## src/rtl/evret_pkg.sv

```systemverilog
// Package: shared constants and types for the event-return sequencer.
// Assumes a 64-bit data path and a five-word frame.
package evret_pkg;
    localparam int XLEN    = 64;
    localparam int NWORDS  = 5;
    localparam int SLOT_IP = 0;
    localparam int SLOT_CS = 1;
    localparam int SLOT_FL = 2;
    localparam int SLOT_SP = 3;
    localparam int SLOT_SS = 4;

    localparam logic [63:0] CS_KEEP_MASK = 64'hFFFF_FFFF_FFF8_FFFF;
    localparam logic [63:0] FL_KEEP_MASK = 64'hFFFF_FFFF_FFC2_802A;
    localparam logic [31:0] SS_KEEP_MASK = 32'hFFF8_FFFF;

    typedef logic [NWORDS-1:0][XLEN-1:0] frame_t;

    typedef enum logic [1:0] {
        F_NONE = 2'd0,
        F_UD   = 2'd1,
        F_GP   = 2'd2,
        F_CP   = 2'd3
    } fault_e;
endpackage

```

## src/rtl/evret_canon.sv

```systemverilog
// Module: canonical-address test. An address is canonical when every bit
// above the top implemented bit equals that bit. Assumes VA_BITS < 64.
module evret_canon #(
    parameter int VA_BITS = 48
) (
    input  logic [63:0] addr,
    output logic        canon_ok
);
    localparam int TOP = VA_BITS - 1;

    // Upper slice must be all ones or all zeros.
    always_comb begin
        canon_ok = (&addr[63:TOP]) | ~(|addr[63:TOP]);
    end
endmodule

```

## src/rtl/evret_fetch.sv

```systemverilog
// Module: frame fetcher. On go, reads NWORDS consecutive words starting at
// base+8 with one request outstanding; holds address until data arrives.
module evret_fetch
    import evret_pkg::*;
#(
    parameter int N = NWORDS
) (
    input  logic        clk,
    input  logic        rst_n,
    input  logic        go,
    input  logic [63:0] base_sp,
    output logic        rd_req,
    output logic [63:0] rd_addr,
    input  logic        rd_valid,
    input  logic [63:0] rd_data,
    output frame_t      words,
    output logic        done
);
    localparam int          CW   = $clog2(N);
    localparam logic [CW-1:0] LAST = CW'(N - 1);

    logic          active;
    logic [CW-1:0] cnt;
    logic          cap;

    assign rd_req = active;
    assign cap    = active & rd_valid;

    // Sequence control: address, word index and completion pulse.
    always_ff @(posedge clk) begin
        if (!rst_n) begin
            active  <= 1'b0;
            cnt     <= '0;
            rd_addr <= '0;
            done    <= 1'b0;
        end else begin
            done <= 1'b0;
            if (go) begin
                active  <= 1'b1;
                cnt     <= '0;
                rd_addr <= base_sp + 64'd8;
            end else if (cap) begin
                rd_addr <= rd_addr + 64'd8;
                cnt     <= cnt + 1'b1;
                if (cnt == LAST) begin
                    active <= 1'b0;
                    done   <= 1'b1;
                end
            end
        end
    end

    // One capture register per frame slot.
    for (genvar i = 0; i < N; i++) begin : g_slot
        always_ff @(posedge clk) begin
            if (!rst_n) begin
                words[i] <= '0;
            end else if (cap && cnt == CW'(i)) begin
                words[i] <= rd_data;
            end
        end
    end

    p_addr_step_r2: assert property (@(posedge clk) disable iff (!rst_n)
        (cap && cnt != LAST) |=> (rd_addr == $past(rd_addr) + 64'd8));
    p_hold_req_r2: assert property (@(posedge clk) disable iff (!rst_n)
        (rd_req && !rd_valid) |=> (rd_req && $stable(rd_addr)));
endmodule

```

## src/rtl/evret_check.sv

```systemverilog
// Module: combinational frame checker and side-bit decoder.
// Assumes words hold a complete fetched frame when evaluated.
module evret_check
    import evret_pkg::*;
#(
    parameter int VA_BITS = 48
) (
    input  frame_t      words,
    input  logic [15:0] cur_cs_sel,
    input  logic [15:0] cur_ss_sel,
    input  logic [1:0]  cur_lvl,
    input  logic        track_en,
    input  logic        track_suppress,
    input  logic        int_shadow_active,
    output logic        frame_ok,
    output logic [1:0]  lvl_out,
    output logic        tracker_out,
    output logic        shadow_out,
    output logic        step_out,
    output logic        nmi_out
);
    logic [63:0] ip_w, cs_w, fl_w, ss_w;
    logic        ip_canon;
    logic        cs_ok, fl_ok, ss_ok_w;
    logic [1:0]  cs_lvl;
    logic        unused_ss_hi;

    assign ip_w = words[SLOT_IP];
    assign cs_w = words[SLOT_CS];
    assign fl_w = words[SLOT_FL];
    assign ss_w = words[SLOT_SS];
    assign unused_ss_hi = ^{ss_w[63:32], words[SLOT_SP]};

    evret_canon #(.VA_BITS(VA_BITS)) u_ip_canon (
        .addr     (ip_w),
        .canon_ok (ip_canon)
    );

    // Mask comparisons of the selector and flags images.
    always_comb begin
        cs_ok    = (cs_w & CS_KEEP_MASK) == {48'd0, cur_cs_sel};
        fl_ok    = (fl_w & FL_KEEP_MASK) == 64'd2;
        ss_ok_w  = (ss_w[31:0] & SS_KEEP_MASK) == {16'd0, cur_ss_sel};
        frame_ok = ip_canon & cs_ok & fl_ok & ss_ok_w;
    end

    // Level never rises: take the smaller of current and popped level.
    always_comb begin
        cs_lvl  = cs_w[17:16];
        lvl_out = (cs_lvl < cur_lvl) ? cs_lvl : cur_lvl;
    end

    // Side-bit decode gated by the new flags and current state.
    always_comb begin
        tracker_out = track_en & ~track_suppress & cs_w[18];
        shadow_out  = ss_w[16] & fl_w[9] & ~int_shadow_active;
        step_out    = ss_w[17] & fl_w[8];
        nmi_out     = ss_w[18];
    end
endmodule

```

## src/rtl/evret_seq.sv

```systemverilog
// Module: top-level event-return sequencer. Gates entry on feature enable and
// privilege, fetches the frame, checks it, optionally waits on the shadow-stack
// unit, then commits atomically or reports one fault. Assumes control inputs
// stay stable from start to the outcome pulse.
module evret_seq
    import evret_pkg::*;
#(
    parameter int VA_BITS = 48
) (
    input  logic        clk,
    input  logic        rst_n,
    input  logic        start,
    output logic        busy,
    input  logic        feat_en,
    input  logic [1:0]  priv_lvl,
    input  logic [15:0] cur_cs_sel,
    input  logic [15:0] cur_ss_sel,
    input  logic [1:0]  cur_lvl,
    input  logic [63:0] cur_sp,
    input  logic        shstk_en,
    input  logic        track_en,
    input  logic        track_suppress,
    input  logic        int_shadow_active,
    output logic        rd_req,
    output logic [63:0] rd_addr,
    input  logic        rd_valid,
    input  logic [63:0] rd_data,
    output logic        ss_start,
    input  logic        ss_done,
    input  logic        ss_ok,
    output logic        commit_valid,
    output logic [63:0] new_ip,
    output logic [63:0] new_flags,
    output logic [63:0] new_sp,
    output logic [1:0]  new_lvl,
    output logic        set_tracker,
    output logic        set_int_shadow,
    output logic        pend_step,
    output logic        nmi_unblock,
    output logic        fault_valid,
    output logic [1:0]  fault_code
);
    typedef enum logic [1:0] {S_IDLE, S_FETCH, S_CHECK, S_SHADOW} state_e;

    state_e  state;
    logic    fetch_go;
    logic    fetch_done;
    frame_t  words;
    logic    frame_ok;
    logic [1:0] lvl_c;
    logic    trk_c, shd_c, stp_c, nmi_c;
    logic    entry_bad;
    logic    do_commit;

    assign busy      = (state != S_IDLE);
    assign entry_bad = ~feat_en | (priv_lvl != 2'd0);
    assign fetch_go  = (state == S_IDLE) & start & ~entry_bad;

    evret_fetch #(.N(NWORDS)) u_fetch (
        .clk      (clk),
        .rst_n    (rst_n),
        .go       (fetch_go),
        .base_sp  (cur_sp),
        .rd_req   (rd_req),
        .rd_addr  (rd_addr),
        .rd_valid (rd_valid),
        .rd_data  (rd_data),
        .words    (words),
        .done     (fetch_done)
    );

    evret_check #(.VA_BITS(VA_BITS)) u_check (
        .words             (words),
        .cur_cs_sel        (cur_cs_sel),
        .cur_ss_sel        (cur_ss_sel),
        .cur_lvl           (cur_lvl),
        .track_en          (track_en),
        .track_suppress    (track_suppress),
        .int_shadow_active (int_shadow_active),
        .frame_ok          (frame_ok),
        .lvl_out           (lvl_c),
        .tracker_out       (trk_c),
        .shadow_out        (shd_c),
        .step_out          (stp_c),
        .nmi_out           (nmi_c)
    );

    // Commit fires from CHECK without shadow stacks, or from SHADOW on success.
    always_comb begin
        do_commit = ((state == S_CHECK) & frame_ok & ~shstk_en) |
                    ((state == S_SHADOW) & ss_done & ss_ok);
    end

    // Sequencer state, handshake strobe and fault reporting.
    always_ff @(posedge clk) begin
        if (!rst_n) begin
            state       <= S_IDLE;
            ss_start    <= 1'b0;
            fault_valid <= 1'b0;
            fault_code  <= F_NONE;
        end else begin
            ss_start    <= 1'b0;
            fault_valid <= 1'b0;
            case (state)
                S_IDLE: begin
                    if (start && entry_bad) begin
                        fault_valid <= 1'b1;
                        fault_code  <= F_UD;
                    end else if (start) begin
                        state <= S_FETCH;
                    end
                end
                S_FETCH: begin
                    if (fetch_done) state <= S_CHECK;
                end
                S_CHECK: begin
                    if (!frame_ok) begin
                        fault_valid <= 1'b1;
                        fault_code  <= F_GP;
                        state       <= S_IDLE;
                    end else if (shstk_en) begin
                        ss_start <= 1'b1;
                        state    <= S_SHADOW;
                    end else begin
                        state <= S_IDLE;
                    end
                end
                S_SHADOW: begin
                    if (ss_done) begin
                        state <= S_IDLE;
                        if (!ss_ok) begin
                            fault_valid <= 1'b1;
                            fault_code  <= F_CP;
                        end
                    end
                end
                default: state <= S_IDLE;
            endcase
        end
    end

    // Architectural outputs: written only on a successful commit.
    always_ff @(posedge clk) begin
        if (!rst_n) begin
            commit_valid   <= 1'b0;
            new_ip         <= '0;
            new_flags      <= '0;
            new_sp         <= '0;
            new_lvl        <= '0;
            set_tracker    <= 1'b0;
            set_int_shadow <= 1'b0;
            pend_step      <= 1'b0;
            nmi_unblock    <= 1'b0;
        end else begin
            commit_valid <= do_commit;
            if (do_commit) begin
                new_ip         <= words[SLOT_IP];
                new_flags      <= words[SLOT_FL];
                new_sp         <= words[SLOT_SP];
                new_lvl        <= lvl_c;
                set_tracker    <= trk_c;
                set_int_shadow <= shd_c;
                pend_step      <= stp_c;
                nmi_unblock    <= nmi_c;
            end
        end
    end

    p_ud_no_read_r1: assert property (@(posedge clk) disable iff (!rst_n)
        (state == S_IDLE && start && (!feat_en || priv_lvl != 2'd0))
        |=> (fault_valid && fault_code == F_UD && !rd_req));
    p_lvl_no_raise_r5: assert property (@(posedge clk) disable iff (!rst_n)
        commit_valid |-> (new_lvl <= cur_lvl));
    p_ss_pulse_r8: assert property (@(posedge clk) disable iff (!rst_n)
        ss_start |=> !ss_start);
    p_one_outcome_r9: assert property (@(posedge clk) disable iff (!rst_n)
        !(commit_valid && fault_valid));
    p_hold_on_fault_r9: assert property (@(posedge clk) disable iff (!rst_n)
        fault_valid |-> ($stable(new_ip) && $stable(new_sp) && $stable(new_flags)));
    p_idle_no_req_r10: assert property (@(posedge clk) disable iff (!rst_n)
        !busy |-> !rd_req);
endmodule

```

## config.mk

```make
export PLATFORM = sky130hd
export DESIGN_NAME = evret_seq
export DESIGN_NICKNAME = d
export VERILOG_FILES = /design/src/rtl/evret_pkg.sv /design/src/rtl/evret_canon.sv /design/src/rtl/evret_fetch.sv /design/src/rtl/evret_check.sv /design/src/rtl/evret_seq.sv
export SDC_FILE = /design/constraint.sdc
export NUM_CORES = 1
export LEC_CHECK = 0
export ABC_AREA = 1
export BUFFER_PORTS_ARGS = -buffer_cell sky130_fd_sc_hd__buf_2
export CORE_MARGIN = 2
export CORE_UTILIZATION = 60
export CTS_CLUSTER_DIAMETER = 120
export DETAILED_ROUTE_END_ITERATION = 10
export HOLD_SLACK_MARGIN = 0.1
export PLACE_DENSITY = 0.85
export SKIP_CTS_REPAIR_TIMING = 1
export SLEW_MARGIN = 20
export SYNTH_ARGS = -nofsm -noshare
export SYNTH_HDL_FRONTEND = slang
export SYNTH_SLANG_ARGS = --single-unit
```

## constraint.sdc

```tcl
create_clock -name clk -period 3.4 [get_ports clk]
set_input_delay 0.68 -clock clk [delete_from_list [all_inputs] [get_ports clk]]
set_output_delay 0.68 -clock clk [all_outputs]
set_load 0.02 [all_outputs]
```

# Yosys cells after proc, flatten, opt, wreduce, memory -nomap -nowiden
# Index checks and enable logic that the tools add are counted.
# word_totals
word_cells	115
ff_bits	562
out_inout_bits	269
# classes
addsub	3
n_eq_ne	17
bitwise_logic	26
magnitude_cmp	1
n_mux	25
reduce_logical	21
# op_table
cell	n
64-bit by 4-bit adder with 64-bit output, second input constant	2
64-bit 2-to-1 mux	2
61-bit by 16-bit == test with 1-bit output	1
47-bit by 1-bit == test with 1-bit output, second input constant	1
29-bit by 16-bit == test with 1-bit output	1
2-bit 2-to-1 mux	11
17-bit AND reduction	1
17-bit OR reduction	1
1-bit bitwise AND	15
2-bit inequality test, second input constant	5
1-bit 2-to-1 mux	9
1-bit NOT	8
2-bit case mux with 4 select lines	1
2-bit nonzero test	4
3-bit by 2-bit == test with 1-bit output, second input constant	2
1-bit logical AND	6
2-bit case mux with 3 select lines	1
5-bit AND reduction	1
2-bit == test, second input constant	2
2-bit by 1-bit inequality test with 1-bit output, second input constant	2
4-bit AND reduction	1
3-bit by 1-bit adder with 3-bit output, second input constant	1
3-bit by 1-bit == test with 1-bit output, second input constant	1
3-bit == test, second input constant	1
11 further kinds	13

# Logic depth before layout (Yosys ltp)
# Gate-level depths: netlist of the first run.
# depth
word_depth	9
mapped_depth	18
mapped_depth_nobuf	18

# Cells and area by module
# A second synthesis of the first run with hierarchy kept.
# unflattened
cells_unflattened	3923
hier_area_um2	26400.3
# modules_own_cells
module	n_inst	area_each_um2	seq_area_each_um2	cells_per_inst
evret_fetch	1	17540.6	7787.5	2689
evret_seq	1	7490.9	4103.9	913
evret_check	1	1256.2	0.0	294
evret_canon	1	112.6	0.0	27

# Worst setup path after synthesis of the first run
# OpenSTA, ideal clock, no wires.
# synth_path
kind	input to register
from	in priv_lvl[1]
to	reg u_fetch.rd_addr[51]
required_ns	3.291
arrival_ns	2.413
setup_slack_ns	0.879
n_path_buf	1
setup_time_ns	0.109
path_stages	16
path_cell_list	inv_1 -> nand2_1 -> nor2_4 -> nand2_8 -> buf_6 -> o21ai_4 -> ha_1 -> nand2_4 -> inv_2 -> nand2_1 -> nor2_2 -> nand3_1 -> nand2_1 -> nand3_1 -> nand2_1 -> inv_1
# synth_between
elab_chain_cells	5
word_cells_on_any_way	6
# synth_rtl
element	line_no	source
start: declaration	evret_seq.sv:15	input logic [1:0] priv_lvl,
2-bit nonzero test (*)	evret_seq.sv:56	assign entry_bad = ~feat_en | (priv_lvl != 2'd0);
1-bit OR (*)	evret_seq.sv:56	
1-bit NOT (*)	evret_seq.sv:57	assign fetch_go = (state == S_IDLE) & start & ~entry_bad;
1-bit bitwise AND (*)	evret_seq.sv:57	
64-bit 2-to-1 mux or 2-bit nonzero test (tied branches)	--	
end signal: assignment	evret_fetch.sv:41	rd_addr <= base_sp + 64'd8;
end signal: assignment	evret_fetch.sv:43	rd_addr <= rd_addr + 64'd8;
end: declaration	evret_fetch.sv:13	output logic [63:0] rd_addr,
# Every way passes the cells marked *; elsewhere a longest branch is shown, timed or not.
# A chain may end at the register's enable or synchronous reset.

# Final worst setup path of the first run
# layout_path
from	reg u_fetch.words[165] (netlist bit)
to	reg new_flags[57]
# layout_between
elab_chain_cells	6
# layout_rtl
element	line_no	source
start: declaration	evret_fetch.sv:16	output frame_t words,
start signal: indexed assignment	evret_fetch.sv:59	words[i] <= rd_data;
47-bit by 1-bit == test with 1-bit output	evret_check.sv:42	fl_ok = (fl_w & FL_KEEP_MASK) == 64'd2;
1-bit bitwise AND (2 in a row)	evret_check.sv:44	frame_ok = ip_canon & cs_ok & fl_ok & ss_ok_w;
1-bit bitwise AND (2 in a row)	evret_seq.sv:90	do_commit = ((state == S_CHECK) & frame_ok & ~shstk_en) |
1-bit OR	evret_seq.sv:90	
end signal: assignment	evret_seq.sv:158	new_flags <= words[SLOT_FL];
end: declaration	evret_seq.sv:33	output logic [63:0] new_flags,
# Every way passes these cells.

==> impl_metrics.py, run 1 <==
metrics = {
    "grt": {
        "globalRouteMet1Util_pct": 46.9,
        "grt_max_degree": 199,
        "met3_usage_pct": 5.40,
        "grt_pass1_wl_um": 118000,
        "top_usage_layer": "met2",
        "met2_usage_pct": 56.9,
        "grt_antenna_before_repair": 1,
        "grt_use_total_pct": 35.5,
        "gr-total-overflow": 0,
        "grt_pass1_vias": 22000,
    },
    "die": {
        "dieWidth_um": 205,
        "die_h_um": 205,
        "io_pins": 444,
        "row_count": 73,
        "core_region_area_um2": 39800,
        "start_util_pct": 61.0,
        "die-area_um2": 42100,
    },
    "power": {
        "internal_power_mw": 10.9,
        "comb_power_share_pct": 13.0,
        "clkPwrFrac_pct": 41.3,
        "peakVddDrop_v": 0.000419,
        "switchingPower_mw": 4.21,
        "pwr_density_cell_nw_per_um2": 529,
        "switching_share_pct": 27.8,
        "p_seq_share_pct": 45.7,
        "p_leak_nw": 13.8,
        "power_mw": 15.1,
    },
    "detailed_routing": {
        "vias_per_cell": 5.55,
        "drt_iter0_drc": 2362,
        "antenna_left": 0,
        "dr.pass1.iters": 6,
        "wl_per_cell_um": 17.5,
        "remaining_drc_errors": 0,
        "routed_wl_um": 76400,
        "vias": 24100,
    },
    "synth": {
        "yosysTopAreaCell": "dfxtp_1",
        "synthTopCellsByArea": "dfxtp_1 46%, nor2_1 15%, o21ai_0 9.9%",
        "post_synth.cell_area_avg_um2": 7.06,
        "ys_top_cells_by_count": "956 x nor2_1, 562 x dfxtp_1, 483 x o21ai_0, 421 x nand2_1, 251 x inv_1",
        "synth-edff-count": 0,
        "synth_fp_nets": 3627,
        "ys_seq_area_share_pct": 46.3,
        "syn_area_um2": 24300,
        "synth_top_cell_area_share_pct": 46.3,
        "synth_async_sr_flop_share_pct": 0,
        "synth-seq-cells": 562,
        "synthDistinctLibCells": 45,
        "synthMostInstantiatedCell": "nor2_1",
        "synth_flop_cell": "dfxtp_1",
        "yosys_warnings": 0,
        "syn_inst": 3444,
    },
    "setup_path": {
        "crit_fanout": 198,
        "start_kind": "register",
        "cp.required_ns": 3.94,
        "critical_path_class": "register to register",
        "cp-end-kind": "register",
        "arrival_ns": 3.76,
    },
    "finish": {
        "finalNetCount": 3968,
        "fillers": 3297,
        "layout-drive-gt1-share_pct": 18.4,
        "synthToLayoutAreaGrowth_pct": 17.8,
        "ff_latch_area_um2": 11300,
        "multi_input_comb_area_um2": 11200,
    },
    "clock_network": {
        "cts.sink_count": 562,
        "insertion_delay_ns": 0.63,
        "cts_made_buffers": 55,
        "htreeDepth": 2,
        "clkTransAtPathRegs_ns": 0.07,
        "cts_max_path_buffers": 3,
        "cts_tree": "yes",
        "cts_root_buf": "clkbuf_16",
    },
    "timing": {
        "post-route-min-period_ns": 3.22,
        "relSlewSlack_pct": 36.6,
        "rsz0062_at_grt": "false",
        "tns_ns": 0,
        "tightest_slew_ns": 0.950,
        "setup_violations": 0,
        "slew_viol_final": 0,
        "fmax_mhz": 311,
        "hold_viol": 0,
        "fin_crit_sh_pct": 94.7,
        "fin_skew_ns": 0.0297,
    },
    "placement": {
        "dp_hpwl_um": 52700,
        "gp_congestion": 1.03,
        "io_buffers": 443,
    },
    "worst_hold_path": {
        "min_path_type": "primary input to register",
    },
    "run_status": {
        "outcome": "complete, no violations",
    },
    "run": {
        "maxCapViolations": 0,
    },
}
-- stage by stage --
stage                     area (um^2)  util, %  instances  setup slack (ns)  hold slack, ns
after floorplan                 24300        -       3444             0.879           0.430
after global placement          26800     67.3       4253             0.289           0.436
after detailed placement        26800     67.3       4253             0.240           0.442
after CTS                       28600     71.9       4351             0.389           0.305
after global routing            28600     71.9       4351            0.0304           0.332
final                           28600     71.9       4353             0.181           0.321
-- cell type report --
| class | count | share of cell area [%] |
|---|---|---|
| antenna | 2 | 0.0175 |
| timing repair buffer | 482 | 9.28 |
| clock inverter | 28 | 1.24 |
| sequential | 562 | 39.3 |
| tap | 525 | 2.29 |
| inverter | 265 | 3.50 |
| clock buffer | 70 | 5.18 |
| multi-input combinational | 2419 | 39.2 |
-- power by group through the flow --
stage	Sequential [mW]	Combinational, mW	Clock [mW]
floorplan	7.21	1.10	0
global placement	7.06	1.91	0
detailed placement	7.06	1.93	0
CTS	6.92	1.94	6.27
global route	6.94	2.14	6.56
finish	6.92	1.96	6.25
-- state kept, by name (all words and copies together) (netlist names), 2 cells and up --
name / cells
fault_code: 2
new_flags: 64
new_ip: 64
new_lvl: 2
new_sp: 64
state: 2
u_fetch.cnt: 3
u_fetch.rd_addr: 64
u_fetch.words: 288
-- routing by layer --
layer / share of wire [%] / up-vias
li1: - / 11700
met2: 45 / 1133
met4: 4.7 / 2
met5: 0.017 / -
met1: 41 / 11100
met3: 8.9 / 202
-- kinds of logic after synthesis --
family          count (synthesis)  synth area share [%]
compound gates                655                  14.0
fa+ha+maj                       8                 0.412
xor+xnor                       20                 0.721
buf+inv                       463                  7.72
simple gates                 1736                  30.8
flops                         562                  46.3
-- worst max-delay path: stages (launching register included) --
cell and delay (ns):
dfxtp_1 0.35, inv_1 0.09, nand2_1 0.06, nor3_1 0.20, nand2_1 0.11, nor2_1 0.33, nand2_1 0.10, nor2_1 0.11
nand2_1 0.06, nor2_2 0.23, nand3_2 0.21, nand2_8 0.13, buf_12 0.49, o21ai_0 0.23, nor2_1 0.15
-- path summary, 6_finish.rpt --
check | startpoint | end | slack (ns) | depth (start not counted)
worst max-delay path | u_fetch.words[165]$_SDFFE_PN0P_ | new_flags[57]$_SDFFE_PN0P_ | 0.18 | 14
worst min-delay path | cur_sp[1] | u_fetch.rd_addr[1]$_SDFFE_PN0P_ | 0.32 | 3
worst max register to register | u_fetch.words[165]$_SDFFE_PN0P_ | new_flags[57]$_SDFFE_PN0P_ | 0.18 | 14
worst min register to register | fault_code[0]$_SDFFE_PN0P_ | fault_code[0]$_SDFFE_PN0P_ | 0.44 | 2
-- layout by cell type, fill, tap and decap left out, drive strengths merged, types with 4 or more instances in the layout --
master	count
xnor2	9
o22ai	8
o21bai	19
clkinvlp	8
clkbuf	70
o21ai	499
nand4	32
and2	4
clkinv	12
nand3	160
nor4	4
ha	8
o221ai	6
a21oi	107
buf	482
inv	267
nor3	24
bufinv	6
nand3b	36
nand2	457
nor2	1015
o211ai	10
dfxtp	562
xor2	11
Power figures use the tool's default switching activity.
==> run 2: changes to the inputs <==
--- a/config.mk
+++ b/config.mk
@@ -7,6 +7,7 @@
 export LEC_CHECK = 0
 export ABC_AREA = 1
 export BUFFER_PORTS_ARGS = -buffer_cell sky130_fd_sc_hd__buf_2
+export CORE_ASPECT_RATIO = 1.1
 export CORE_MARGIN = 2
 export CORE_UTILIZATION = 60
 export CTS_CLUSTER_DIAMETER = 120
==> impl_metrics.py, run 2 (same netlist as run 1, synthesis figures left out) <==
metrics = {
    "timing": {
        "post-route-min-period_ns": 2.96,
        "fin_crit_sh_pct": 87.0,
        "fmax_mhz": 338,
        "slew_viol_final": 0,
        "fin_skew_ns": 0.0188,
        "relSlewSlack_pct": 35.8,
        "setup_violations": 0,
        "tns_ns": 0,
        "rsz0062_at_grt": "false",
        "whs_ns": 0.323,
        "final_critical_path_setup_slack_ns": 0.442,
        "tightest_slew_ns": 0.962,
        "hold_viol": 0,
    },
    "grt": {
        "gr-total-overflow": 0,
        "grt_pass1_wl_um": 124000,
        "grt_pass1_vias": 22900,
        "grt_use_total_pct": 37.1,
        "grt_max_degree": 185,
        "grt_antenna_before_repair": 6,
    },
    "finish": {
        "largest_reg_flops": 288,
        "regMostFlops": "u_fetch.words",
        "finalNetCount": 3981,
        "stdcell_count": 4359,
        "final_core_util_pct": 71.8,
        "synthToLayoutAreaGrowth_pct": 18.4,
        "layout-drive-gt1-share_pct": 18.8,
        "fin_area_um2": 28800,
        "ff_latch_area_um2": 11300,
        "final_common_cell": "nor2_1",
        "fillers": 3363,
        "final_cell_mix": "956 x nor2_1, 562 x dfxtp_1, 483 x o21ai_0",
        "multi_input_comb_area_um2": 11200,
    },
    "die": {
        "start_util_pct": 60.6,
        "core_region_area_um2": 40100,
        "dieWidth_um": 196,
        "die_h_um": 215,
        "io_pins": 444,
        "die-area_um2": 42100,
        "row_count": 77,
    },
    "setup_path": {
        "cpMaxStageDelayCell": "buf_4",
        "start_kind": "register",
        "crit_fanout": 67,
        "cp.required_ns": 3.95,
        "critical_path_class": "register to register",
        "cp_top_family": "simple AND/OR/NAND/NOR gates",
        "r2r_slack_ns": 0.44,
        "slowest_delay_ns": 0.33,
        "arrival_ns": 3.51,
        "cpMostUsedCell": "nand2_1",
        "path_cells": "inv_1 > nand2_1 > nor3_1 > nand2_1 > nor2_1 > nand2_1 > nor2_1 > nand2_1 > nor2_2 > nand3_2 > nand2_8 > buf_12 > buf_4 > o21ai_0 > nor2_1",
        "cp-end-kind": "register",
        "worst-path-buf-inv": 3,
    },
    "clock_network": {
        "cts_made_buffers": 54,
        "cts_max_path_buffers": 3,
        "htreeDepth": 2,
        "cts_root_buf": "clkbuf_16",
        "clkTransAtPathRegs_ns": 0.06,
        "cts_tree": "yes",
        "insertion_delay_ns": 0.62,
        "cts.sink_count": 562,
    },
    "power": {
        "internal_power_mw": 11.1,
        "comb_power_share_pct": 13.0,
        "p_seq_share_pct": 45.5,
        "clkPwrFrac_pct": 41.5,
        "switchingPower_mw": 4.17,
        "switching_share_pct": 27.4,
        "pwr_density_cell_nw_per_um2": 529,
        "p_leak_nw": 14.0,
        "power_mw": 15.2,
        "peakVddDrop_v": 0.000471,
    },
    "placement": {
        "dp_slack_ns": 0.122,
        "io_buffers": 443,
        "placed_area_um2": 26900,
        "placed_cells_incl_taps": 4255,
        "dp_hpwl_um": 55300,
        "gp_congestion": 1.05,
    },
    "detailed_routing": {
        "wl_met1_um": 31000,
        "wl_per_cell_um": 18.3,
        "vias": 24300,
        "wl_met2_um": 37500,
        "met3_length_um": 6340,
        "vias_per_cell": 5.57,
        "routed_wl_um": 79900,
        "routed.top_layer": "met5",
        "dr.pass1.iters": 7,
        "antenna_left": 0,
        "remaining_drc_errors": 0,
        "drt_iter0_drc": 2023,
    },
    "run": {
        "maxCapViolations": 0,
    },
    "worst_hold_path": {
        "min_path_type": "primary input to register",
    },
    "run_status": {
        "outcome": "complete, no violations",
    },
}
run 2: per-layer routing:
layer,vias up,global-route usage [%]
li1,11700,-
met2,1111,61.3
met1,11200,45.2
met5,-,0
met4,4,23.5
met3,245,5.89
run 2: worst paths after layout:
check                             startpoint  cells past startpoint                               to
max          u_fetch.words[166]$_SDFFE_PN0P_                     15          new_ip[11]$_SDFFE_PN0P_
min                                cur_sp[2]                      3  u_fetch.rd_addr[2]$_SDFFE_PN0P_
max reg2reg  u_fetch.words[166]$_SDFFE_PN0P_                     15          new_ip[11]$_SDFFE_PN0P_
min reg2reg       fault_code[0]$_SDFFE_PN0P_                      2       fault_code[0]$_SDFFE_PN0P_
run 2: worst reg2reg max path, stage by stage (launching register included):
cell	delay [ns]
dfxtp_1	0.32
inv_1	0.07
nand2_1	0.07
nor3_1	0.18
nand2_1	0.13
nor2_1	0.24
nand2_1	0.10
nor2_1	0.11
nand2_1	0.16
nor2_2	0.26
nand3_2	0.22
nand2_8	0.14
buf_12	0.27
buf_4	0.38
o21ai_0	0.16
nor2_1	0.13
run 2: area by class of cell:
type,instances,area share [%]
Sequential cell,562,39.1
Multi-Input combinational cell,2419,39.0
Timing Repair Buffer,496,9.64
Clock buffer,79,5.62
Inverter,265,3.47
Tap cell,513,2.23
Clock inverter,21,0.922
Antenna cell,4,0.0348
run 2: power groups by stage:
stage               combinational, mW  sequential (mW)  clock, mW
floorplan                        1.10             7.21          0
global placement                 1.92             7.06          0
detailed placement               1.93             7.06          0
CTS                              1.95             6.92       6.37
global route                     2.15             6.94       6.63
finish                           1.98             6.92       6.33
